<file path="config.mk">
export PLATFORM = sky130hd
export DESIGN_NAME = wake_event_router
export DESIGN_NICKNAME = d
export VERILOG_FILES = /design/src/rtl/wer_pkg.sv /design/src/rtl/wer_sync.sv /design/src/rtl/wer_detect.sv /design/src/rtl/wer_regs.sv /design/src/rtl/wake_event_router.sv
export SDC_FILE = /design/constraint.sdc
export NUM_CORES = 1
export LEC_CHECK = 0
export ABC_AREA = 0
export BUFFER_PORTS_ARGS = -buffer_cell sky130_fd_sc_hd__buf_2
export CAP_MARGIN = 25
export CORE_UTILIZATION = 58
export CTS_CLUSTER_SIZE = 20
export DETAILED_ROUTE_END_ITERATION = 12
export HOLD_SLACK_MARGIN = 0.05
export PLACE_DENSITY = 0.84
export SETUP_SLACK_MARGIN = 0.02
export SLEW_MARGIN = 30
export SYNTH_ARGS = -nofsm -noshare
export SYNTH_HDL_FRONTEND = slang
export SYNTH_SLANG_ARGS = --single-unit
</file>
<file path="constraint.sdc">
create_clock -name clk -period 1.7 [get_ports clk]
set_input_delay 0.17 -clock clk [delete_from_list [all_inputs] [get_ports clk]]
set_output_delay 0.17 -clock clk [all_outputs]
set_load 0.01 [all_outputs]
</file>
<file path="src/rtl/wer_pkg.sv">
package wer_pkg;
  localparam int ADDR_W = 3;

  typedef enum logic [ADDR_W-1:0] {
    A_POL    = 3'd0,
    A_MODE   = 3'd1,
    A_EN_SET = 3'd2,
    A_EN_CLR = 3'd3,
    A_STATUS = 3'd4,
    A_ENABLE = 3'd5,
    A_ST_SET = 3'd6,
    A_ST_CLR = 3'd7
  } reg_addr_e;
endpackage

</file>
<file path="src/rtl/wer_sync.sv">
module wer_sync #(
  parameter int W = 20
) (
  input  logic         clk,
  input  logic         rst_n,
  input  logic [W-1:0] raw,
  output logic [W-1:0] smp
);
  for (genvar i = 0; i < W; i++) begin : g_bit
    logic meta_q, sync_q;
    always_ff @(posedge clk or negedge rst_n) begin
      if (!rst_n) begin
        meta_q <= 1'b0;
        sync_q <= 1'b0;
      end else begin
        meta_q <= raw[i];
        sync_q <= meta_q;
      end
    end
    assign smp[i] = sync_q;
  end
endmodule

</file>
<file path="src/rtl/wer_detect.sv">
module wer_detect #(
  parameter int           W    = 20,
  parameter logic [W-1:0] MASK = 20'h9FFFF
) (
  input  logic         clk,
  input  logic         rst_n,
  input  logic [W-1:0] smp,
  input  logic [W-1:0] pol,
  input  logic [W-1:0] mode,
  output logic [W-1:0] hit
);
  logic [W-1:0] prev_q;
  logic [W-1:0] raw_hit;

  always_ff @(posedge clk or negedge rst_n) begin
    if (!rst_n) prev_q <= '0;
    else        prev_q <= smp;
  end

  for (genvar i = 0; i < W; i++) begin : g_det
    logic lvl_act, edge_act;
    always_comb begin
      lvl_act  = pol[i] ? smp[i] : ~smp[i];
      edge_act = pol[i] ? (smp[i] & ~prev_q[i]) : (~smp[i] & prev_q[i]);
      raw_hit[i] = mode[i] ? edge_act : lvl_act;
    end
  end

  assign hit = raw_hit & MASK;
endmodule

</file>
<file path="src/rtl/wer_regs.sv">
module wer_regs
  import wer_pkg::*;
#(
  parameter int           W    = 20,
  parameter logic [W-1:0] MASK = 20'h9FFFF
) (
  input  logic              clk,
  input  logic              rst_n,
  input  logic              bus_en,
  input  logic              bus_we,
  input  logic [ADDR_W-1:0] bus_addr,
  input  logic [W-1:0]      bus_wdata,
  input  logic [W-1:0]      hit,
  output logic [W-1:0]      bus_rdata,
  output logic [W-1:0]      pol_q,
  output logic [W-1:0]      mode_q,
  output logic [W-1:0]      st_q,
  output logic [W-1:0]      en_q
);
  reg_addr_e    addr;
  logic         wr, rd;
  logic [W-1:0] st_nxt, en_nxt, rd_mux;

  assign addr = reg_addr_e'(bus_addr);
  assign wr   = bus_en & bus_we;
  assign rd   = bus_en & ~bus_we;

  always_comb begin
    en_nxt = en_q;
    if (wr && addr == A_EN_SET) en_nxt = en_nxt | bus_wdata;
    if (wr && addr == A_EN_CLR) en_nxt = en_nxt & ~bus_wdata;
    en_nxt = en_nxt & MASK;
  end

  // a hardware hit is ORed in last so it overrides a same-cycle clear
  always_comb begin
    st_nxt = st_q;
    if (wr && addr == A_ST_SET) st_nxt = st_nxt | bus_wdata;
    if (wr && addr == A_ST_CLR) st_nxt = st_nxt & ~bus_wdata;
    st_nxt = (st_nxt | hit) & MASK;
  end

  always_comb begin
    case (addr)
      A_POL:    rd_mux = pol_q;
      A_MODE:   rd_mux = mode_q;
      A_STATUS: rd_mux = st_q;
      A_ENABLE: rd_mux = en_q;
      default:  rd_mux = '0;
    endcase
  end

  always_ff @(posedge clk or negedge rst_n) begin
    if (!rst_n) begin
      pol_q     <= '0;
      mode_q    <= '0;
      en_q      <= '0;
      st_q      <= MASK;
      bus_rdata <= '0;
    end else begin
      if (wr && addr == A_POL)  pol_q  <= bus_wdata & MASK;
      if (wr && addr == A_MODE) mode_q <= bus_wdata & MASK;
      en_q <= en_nxt;
      st_q <= st_nxt;
      if (rd) bus_rdata <= rd_mux;
    end
  end
endmodule

</file>
<file path="src/rtl/wake_event_router.sv">
module wake_event_router
  import wer_pkg::*;
#(
  parameter int               EVT_W     = 20,
  parameter logic [EVT_W-1:0] IMPL_MASK = 20'h9FFFF
) (
  input  logic              clk,
  input  logic              rst_n,
  input  logic [EVT_W-1:0]  evt_in,
  input  logic              bus_en,
  input  logic              bus_we,
  input  logic [ADDR_W-1:0] bus_addr,
  input  logic [EVT_W-1:0]  bus_wdata,
  output logic [EVT_W-1:0]  bus_rdata,
  output logic              wake_req
);
  logic [EVT_W-1:0] smp, hit_w, pol_q, mode_q, st_q, en_q;

  wer_sync #(.W(EVT_W)) u_sync (
    .clk(clk), .rst_n(rst_n), .raw(evt_in), .smp(smp)
  );

  wer_detect #(.W(EVT_W), .MASK(IMPL_MASK)) u_det (
    .clk(clk), .rst_n(rst_n), .smp(smp), .pol(pol_q), .mode(mode_q), .hit(hit_w)
  );

  wer_regs #(.W(EVT_W), .MASK(IMPL_MASK)) u_regs (
    .clk(clk), .rst_n(rst_n), .bus_en(bus_en), .bus_we(bus_we),
    .bus_addr(bus_addr), .bus_wdata(bus_wdata), .hit(hit_w),
    .bus_rdata(bus_rdata), .pol_q(pol_q), .mode_q(mode_q),
    .st_q(st_q), .en_q(en_q)
  );

  always_ff @(posedge clk or negedge rst_n) begin
    if (!rst_n) wake_req <= 1'b0;
    else        wake_req <= |(st_q & en_q);
  end
endmodule

</file>
# After elaboration in Yosys (flattened, before gate mapping)

Cells that the tools add are included.

Eq/ne operators: 7
Mux-type cells: 59
Bitwise gates (word level): 82
Reduce and logical (&&, ||, !) cells: 8

Operator list:

| kind                                                                  | count |
|---|---|
| 20-bit two-way mux                                                    | 4 |
| 20-bit one-hot mux with 4 select lines                                | 1 |
| 20-bit AND                                                            | 3 |
| 20-bit OR                                                             | 3 |
| 1-bit two-way mux                                                     | 54 |
| 1-bit AND                                                             | 38 |
| 1-bit inverter                                                        | 37 |
| 20-bit inverter                                                       | 1 |
| 20-bit OR reduction                                                   | 1 |
| 3-bit equality test, second input constant                            | 4 |
| 3-bit by 2-bit equality test with 1-bit output, second input constant | 2 |
| 1-bit logical AND                                                     | 6 |
| 3-bit by 1-bit equality test with 1-bit output, second input constant | 1 |
| 3-bit logical NOT                                                     | 1 |

Register bits after elaboration: 153
Input bits: 47
Output and inout bits: 21

# Logic depth before layout (Yosys ltp)

Gate-level depths: netlist (run 1).

Depth after elaboration: 6
Mapped depth: 5

# Cells and area by module

From an unflattened synthesis (run 1), not the netlist that was laid out.

Cells, all modules: 459
Area total of the unflattened synthesis: 6434.9 µm²

By module, submodules not included:

| module            | instances | cells each | area each (µm²) | seq. area each (µm²) |
|---|---|---|---|---|
| wer_regs          | 1         | 293        | 4200.3          | 2274.7 |
| wer_sync          | 1         | 60         | 1151.1          | 1001.0 |
| wer_detect        | 1         | 93         | 942.2           | 450.4 |
| wake_event_router | 1         | 13         | 141.4           | 25.0 |

# Worst setup path after synthesis (run 1)

OpenSTA, ideal clock, no wires.

Kind: input to register
Start point: in bus_addr[0]
End point: reg u_regs.pol_q[10]
Arrival: 1.326 ns
Required time: 1.575 ns
Slack: 0.249 ns
Stages on the path: 4
Buffers on the path: 2
Path through: buf_4 > nor4_4 > buf_6 > mux2_2

Longest elaborated chain between the ends: 2

Ends and longest elaborated chain:

| item                   | line                    | RTL |
|---|---|---|
| start: declaration     | wake_event_router.sv:12 | `input logic [ADDR_W-1:0] bus_addr,` |
| 3-bit logical NOT      | wer_regs.sv:61          | `if (wr && addr == A_POL) pol_q <= bus_wdata & MASK;` |
| 1-bit logical AND      | wer_regs.sv:61          |  |
| end signal: assignment | wer_regs.sv:61          |  |
| end: declaration       | wer_regs.sv:15          | `output logic [W-1:0] pol_q,` |

No other way between the ends.
A chain may end at the register's enable or synchronous reset.

==> results_dict.tcl, run 1 <==
set metrics [dict create \
    status "completed" \
    drt-initial-drc-count 197 \
    coreArea_um2 9860 \
    first_global_vias 4059 \
    holdWs_ns 0.0852 \
    cp.arrival_ns 1.85 \
    rrSetupSlack_ns 0.22 \
    synth_edf_count 0 \
    cp-start-kind "flip-flop" \
    finalCriticalPeriod_ns 1.48 \
    critPathCaptureType "flip-flop" \
    hold_path_class "in2reg" \
    nFillCells 563 \
    finalSetupTns_ns 0 \
    clk_latency_ns 0.53 \
    powerDensity_nw_per_um2 1240 \
    fmax_mhz 676 \
    num_rows 36 \
    vias 3875 \
    worst-setup-path-type "reg2reg" \
    reg2reg_depth 4 \
    min_from "bus_addr[0]" \
    antennaDiodeCount 0 \
    wl_um 12900 \
    total_power_w 0.00932 \
    synth_warnings 0 \
    globalplace.congestion 0.806 \
    synth-seq-area-share_pct 61.1 \
    synth_cell_types 30 \
    port_buffers 61 \
    place_ws_ns 0.117 \
    maxCapViolations 0 \
    fin_skew_ns 0.00762 \
    grt_pass1_wl_um 20600 \
    final-setup-viol-count 0 \
    cts_tree "yes" \
    nets 602 \
    ant_nets 0 \
    synth.avg_cell_area_um2 13.7 \
    cts_sinks 145 \
    synthCells 435 \
    globalRouteOverflowTotal 0 \
    syn-cell-area_um2 5970 \
    ys_ff_latch 145 \
    dp_hpwl_um 8070 \
    reg2reg_to "wake_req$_DFF_PN0_" \
    num_io_pins 68 \
    irDropWorstVdd_v 0.000672 \
    finalCritPeriodShare_pct 87.0 \
    worstPathMaxFanout 3 \
    rsz0062_at_grt "no" \
    regArea_um2 3650 \
    crit_required_ns 2.07 \
    cts_max_level 4 \
    slew_viol_final 0 \
    fp.dieW_um 103 \
    drc 0 \
    die-area_um2 10700 \
    clockBufferDepth 2 \
    fin_ws_ns 0.221 \
    vias_per_cell 5.53 \
    start_util_pct 60.6 \
    area_growth_pct 25.5 \
    async_flop_share_pct 100 \
    multi_input_area_um2 2080 \
    avgRoutedWirePerCell_um 18.3 \
    drive_gt1_share_pct 33.1 \
    cts_setup_buffers 0 \
    cts-root-buf "clkbuf_8" \
    die_h_um 103 \
    fin_util_pct 76.0 \
    clk_pin_slew_ns 0.06 \
    min_path_cells 2 \
    p_leak_nw 3.49 \
    grt_max_degree 45 \
    numCtsBuffers 17 \
    synth_flop_cell "dfrtp_1" \
    dr.pass1.iters 4 \
    grt_antenna_before_repair 0 \
    finalHoldViolCount 0 \
    grt_usage_pct 26.9 \
]
## worst max-delay path, stage by stage, from the launching register on
cell and delay [ns]:
dfrtp_1 0.40, a22o_1 0.22, a221oi_1 0.33, and3_1 0.26, nand4_1 0.12
## what timing repair did
item / 4_1_cts / 5_1_grt
resized for setup: 0 / 0
hold endpoints to repair: 220 / 0
hold buffers: 37 / 0
## layout make-up
| class | count | share of cell area, % |
|---|---|---|
| flip-flops and latches | 145 | 48.7 |
| clock inverters | 10 | 1.47 |
| repair buffers | 119 | 11.9 |
| clock buffers | 22 | 6.18 |
| inverters | 35 | 1.75 |
| multi-input cells | 237 | 27.8 |
| well taps | 133 | 2.22 |
## worst max-delay path by stage
stage	start	endpoint	slack, ns	depth (start not counted)
6_report	flip-flop	wake_req$_DFF_PN0_	0.22	4
3_3_place_gp	bus_addr[0]	u_regs.bus_rdata[19]$_DFFE_PN0P_	0.16	4
4_1_cts	flip-flop	wake_req$_DFF_PN0_	0.22	4
2_1_floorplan	bus_addr[0]	u_regs.pol_q[10]$_DFFE_PN0P_	0.25	4
5_1_grt	flip-flop	wake_req$_DFF_PN0_	0.14	4
3_5_place_dp	bus_addr[0]	u_regs.bus_rdata[8]$_DFFE_PN0P_	0.12	4
## per-stage QoR
step / instance area (um^2) / std cells
after global placement: 6550 / 632
after global routing: 7500 / 701
after floorplan: 5980 / 436
final: 7500 / 701
after CTS: 7500 / 701
after detailed placement: 6550 / 632
## metal layers
layer / track usage [%] / vias to the layer above / routed length (um)
li1: - / 1769 / -
met1: 32.3 / 1977 / 5140
met2: 45.5 / 105 / 6860
met3: 7.66 / 24 / 575
met4: 11.7 / 0 / 277
met5: 0 / - / 0
## where the power goes
group	total (W)	internal, W	switching, W
combinational	0.00140	0.000804	0.000593
sequential	0.00437	0.00394	0.000423
clock	0.00355	0.00219	0.00136
## kinds of logic (layout without fill, tap and decap cells)
group | after synthesis | after routing | share of synthesized area, %
compound gates | 65 | 65 | 8.23
flops | 145 | 145 | 61.1
simple gates | 63 | 63 | 4.84
other cells | 1 | 2 | 0.0628
mux | 71 | 71 | 16.4
xor+xnor | 36 | 36 | 5.28
buf+inv | 54 | 186 | 4.06
## cell usage after synthesis (2+ instances only)
cell,number,area [um^2]
xnor2_1,36,315
a22oi_1,3,22.5
o21ai_0,18,90.1
inv_1,35,131
a221oi_1,3,26.3
clkbuf_1,5,18.8
dfstp_2,18,473
mux2_2,36,405
a22o_1,21,184
nand2_1,54,203
buf_6,2,22.5
buf_4,4,30.0
buf_2,8,40.0
mux2i_1,17,170
dfrtp_1,127,3180
mux4_2,18,405
o311ai_0,17,149
## layout by cell type (no fill, tap or decap), types with 2 or more instances in the layout
master,instances
buf_12,4
bufinv_16,2
a22oi_1,3
dfstp_2,18
conb_1,2
dlygate4sd3_1,37
clkbuf_8,4
clkbuf_16,16
clkinv_4,2
inv_1,35
buf_4,17
mux4_2,18
mux2_2,36
buf_2,60
o311ai_0,17
clkinv_2,5
mux2i_1,17
a221oi_1,3
o21ai_0,18
dfrtp_1,127
nand2_1,54
xnor2_1,36
a22o_1,21
clkbuf_1,2
(Power assumes the default switching activity.)
==> inputs of run 2 (changes only) <==
Settings changed: CORE_UTILIZATION 58 to 60, CTS_BUF_LIST from default to sky130_fd_sc_hd__clkbuf_8, PLACE_DENSITY 0.84 to 0.87.
==> run 2 against run 1 <==
Global-route usage shrank 0.16 points. Combinational power about the same. Register-to-register slack improved by 0.07 ns. Largest cell class unchanged. Core utilization down 0.45 points. Critical endpoint unchanged.
==> results_dict.tcl, run 2 (same netlist as run 1, synthesis figures left out) <==
set metrics [dict create \
    cts_hold_buffers 37 \
    slew_viol_final 0 \
    port_buffers 61 \
    antennaDiodeCount 0 \
    wl_um 12200 \
    rrSetupSlack_ns 0.29 \
    worst-setup-path-type "reg2reg" \
    cp.arrival_ns 1.74 \
    worstPathMaxFanout 3 \
    gr-max-usage-layer "met2" \
    hold_path_class "in2reg" \
    cts_max_level 4 \
    coreArea_um2 9730 \
    grt_use_met1_pct 31.4 \
    grt_antenna_before_repair 0 \
    globalplace.congestion 0.828 \
    cts-root-buf "clkbuf_8" \
    critPathCaptureType "flip-flop" \
    vias_per_cell 5.61 \
    avgRoutedWirePerCell_um 17.5 \
    fmax_mhz 709 \
    vias 3921 \
    min_path_cells 2 \
    finalSetupTns_ns 0 \
    nets 601 \
    rsz0062_at_grt "no" \
    reg2reg_to "wake_req$_DFF_PN0_" \
    placedCellCount 631 \
    globalRouteOverflowTotal 0 \
    cts_tree "yes" \
    crit_required_ns 2.03 \
    ant_nets 0 \
    fp.dieW_um 102 \
    cp_slowest_cell "dfrtp_1" \
    first_global_vias 4189 \
    final_cell_mix "127 x dfrtp_1, 60 x buf_2, 54 x nand2_1, 37 x dlygate4sd3_1" \
    path_delay_family "compound AO/OA/AOI/OAI gates" \
    cts_setup_buffers 0 \
    worstPathBufferInverterCount 0 \
    powerDensity_nw_per_um2 1180 \
    met3_usage_pct 7.87 \
    clk_pin_slew_ns 0.08 \
    reg2reg_depth 4 \
    finalCriticalPeriod_ns 1.41 \
    final_common_cell "dfrtp_1" \
    numCtsBuffers 17 \
    clk_latency_ns 0.45 \
    num_rows 36 \
    die-area_um2 10400 \
    clockBufferDepth 2 \
    drt-initial-drc-count 199 \
    ctsResizeCount 0 \
    critical-path-max-stage-delay_ns 0.40 \
    num_io_pins 68 \
    irDropWorstVdd_v 0.000733 \
    dp_hpwl_um 8090 \
    cp-start-kind "flip-flop" \
    cts_sinks 145 \
    drc 0 \
    p_leak_nw 3.42 \
    finalHoldViolCount 0 \
    grt_pass1_wl_um 20200 \
    fin_skew_ns 0.00803 \
    dr.pass1.iters 6 \
    status "completed" \
    maxCapViolations 0 \
    finalNonFillerCells 699 \
    grt_usage_pct 26.7 \
    drive_gt1_share_pct 33.0 \
    area_growth_pct 23.0 \
    grt_max_degree 47 \
    final-setup-viol-count 0 \
    die_h_um 102 \
    met2_usage_pct 45.3 \
    finalCritPeriodShare_pct 83.0 \
    min_from "bus_addr[0]" \
    start_util_pct 61.4 \
    path_cells "a22o_1 -> a221oi_1 -> and3_1 -> nand4_1" \
]
==> run 2: worst max path at each step <==
stage,start,endpoint,slack [ns],cells past startpoint
6_report,flip-flop,wake_req$_DFF_PN0_,0.29,4
5_1_grt,flip-flop,wake_req$_DFF_PN0_,0.22,4
4_1_cts,flip-flop,wake_req$_DFF_PN0_,0.27,4
3_5_place_dp,bus_addr[0],u_regs.bus_rdata[13]$_DFFE_PN0P_,0.16,4
3_3_place_gp,bus_addr[0],u_regs.bus_rdata[13]$_DFFE_PN0P_,0.18,4
2_1_floorplan,bus_addr[0],u_regs.pol_q[10]$_DFFE_PN0P_,0.25,4
==> run 2: per-layer routing <==
metal  share of wire, %  vias up  routed length, um
met2                 54      131               6570
li1                   -     1762                  -
met4                2.3        0                276
met3                5.1       24                626
met1                 39     2004               4770
met5                  0        -                  0
==> run 2: layout make-up <==
class	count	area [um^2]
clock buffer	21	289
clock inverter	10	158
fill	606	2380
inverter	35	131
multi-input combinational	237	2080
sequential	145	3650
tap	133	166
timing repair buffer	118	870
==> run 2: per-stage QoR <==
step	hold WS [ns]	cell area, um^2	setup WS [ns]	utilization (%)	power, W
2_1_floorplan	-0.126	5980	0.249	-	0.00521
3_3_place_gp	0.0854	6530	0.182	67.1	0.00561
3_5_place_dp	0.0896	6530	0.159	67.1	0.00571
4_1_cts	0.0866	7350	0.273	75.5	0.00875
5_1_grt	0.114	7350	0.222	75.5	0.00912
6_report	0.104	7350	0.289	75.5	0.00868
==> run 2: power breakdown <==
group | internal, W | leakage [nW] | switching [W]
logic | 0.000800 | 1.50 | 0.000577
registers | 0.00394 | 1.70 | 0.000404
clock network | 0.00174 | 0.225 | 0.00123
total | 0.00648 | 3.42 | 0.00221
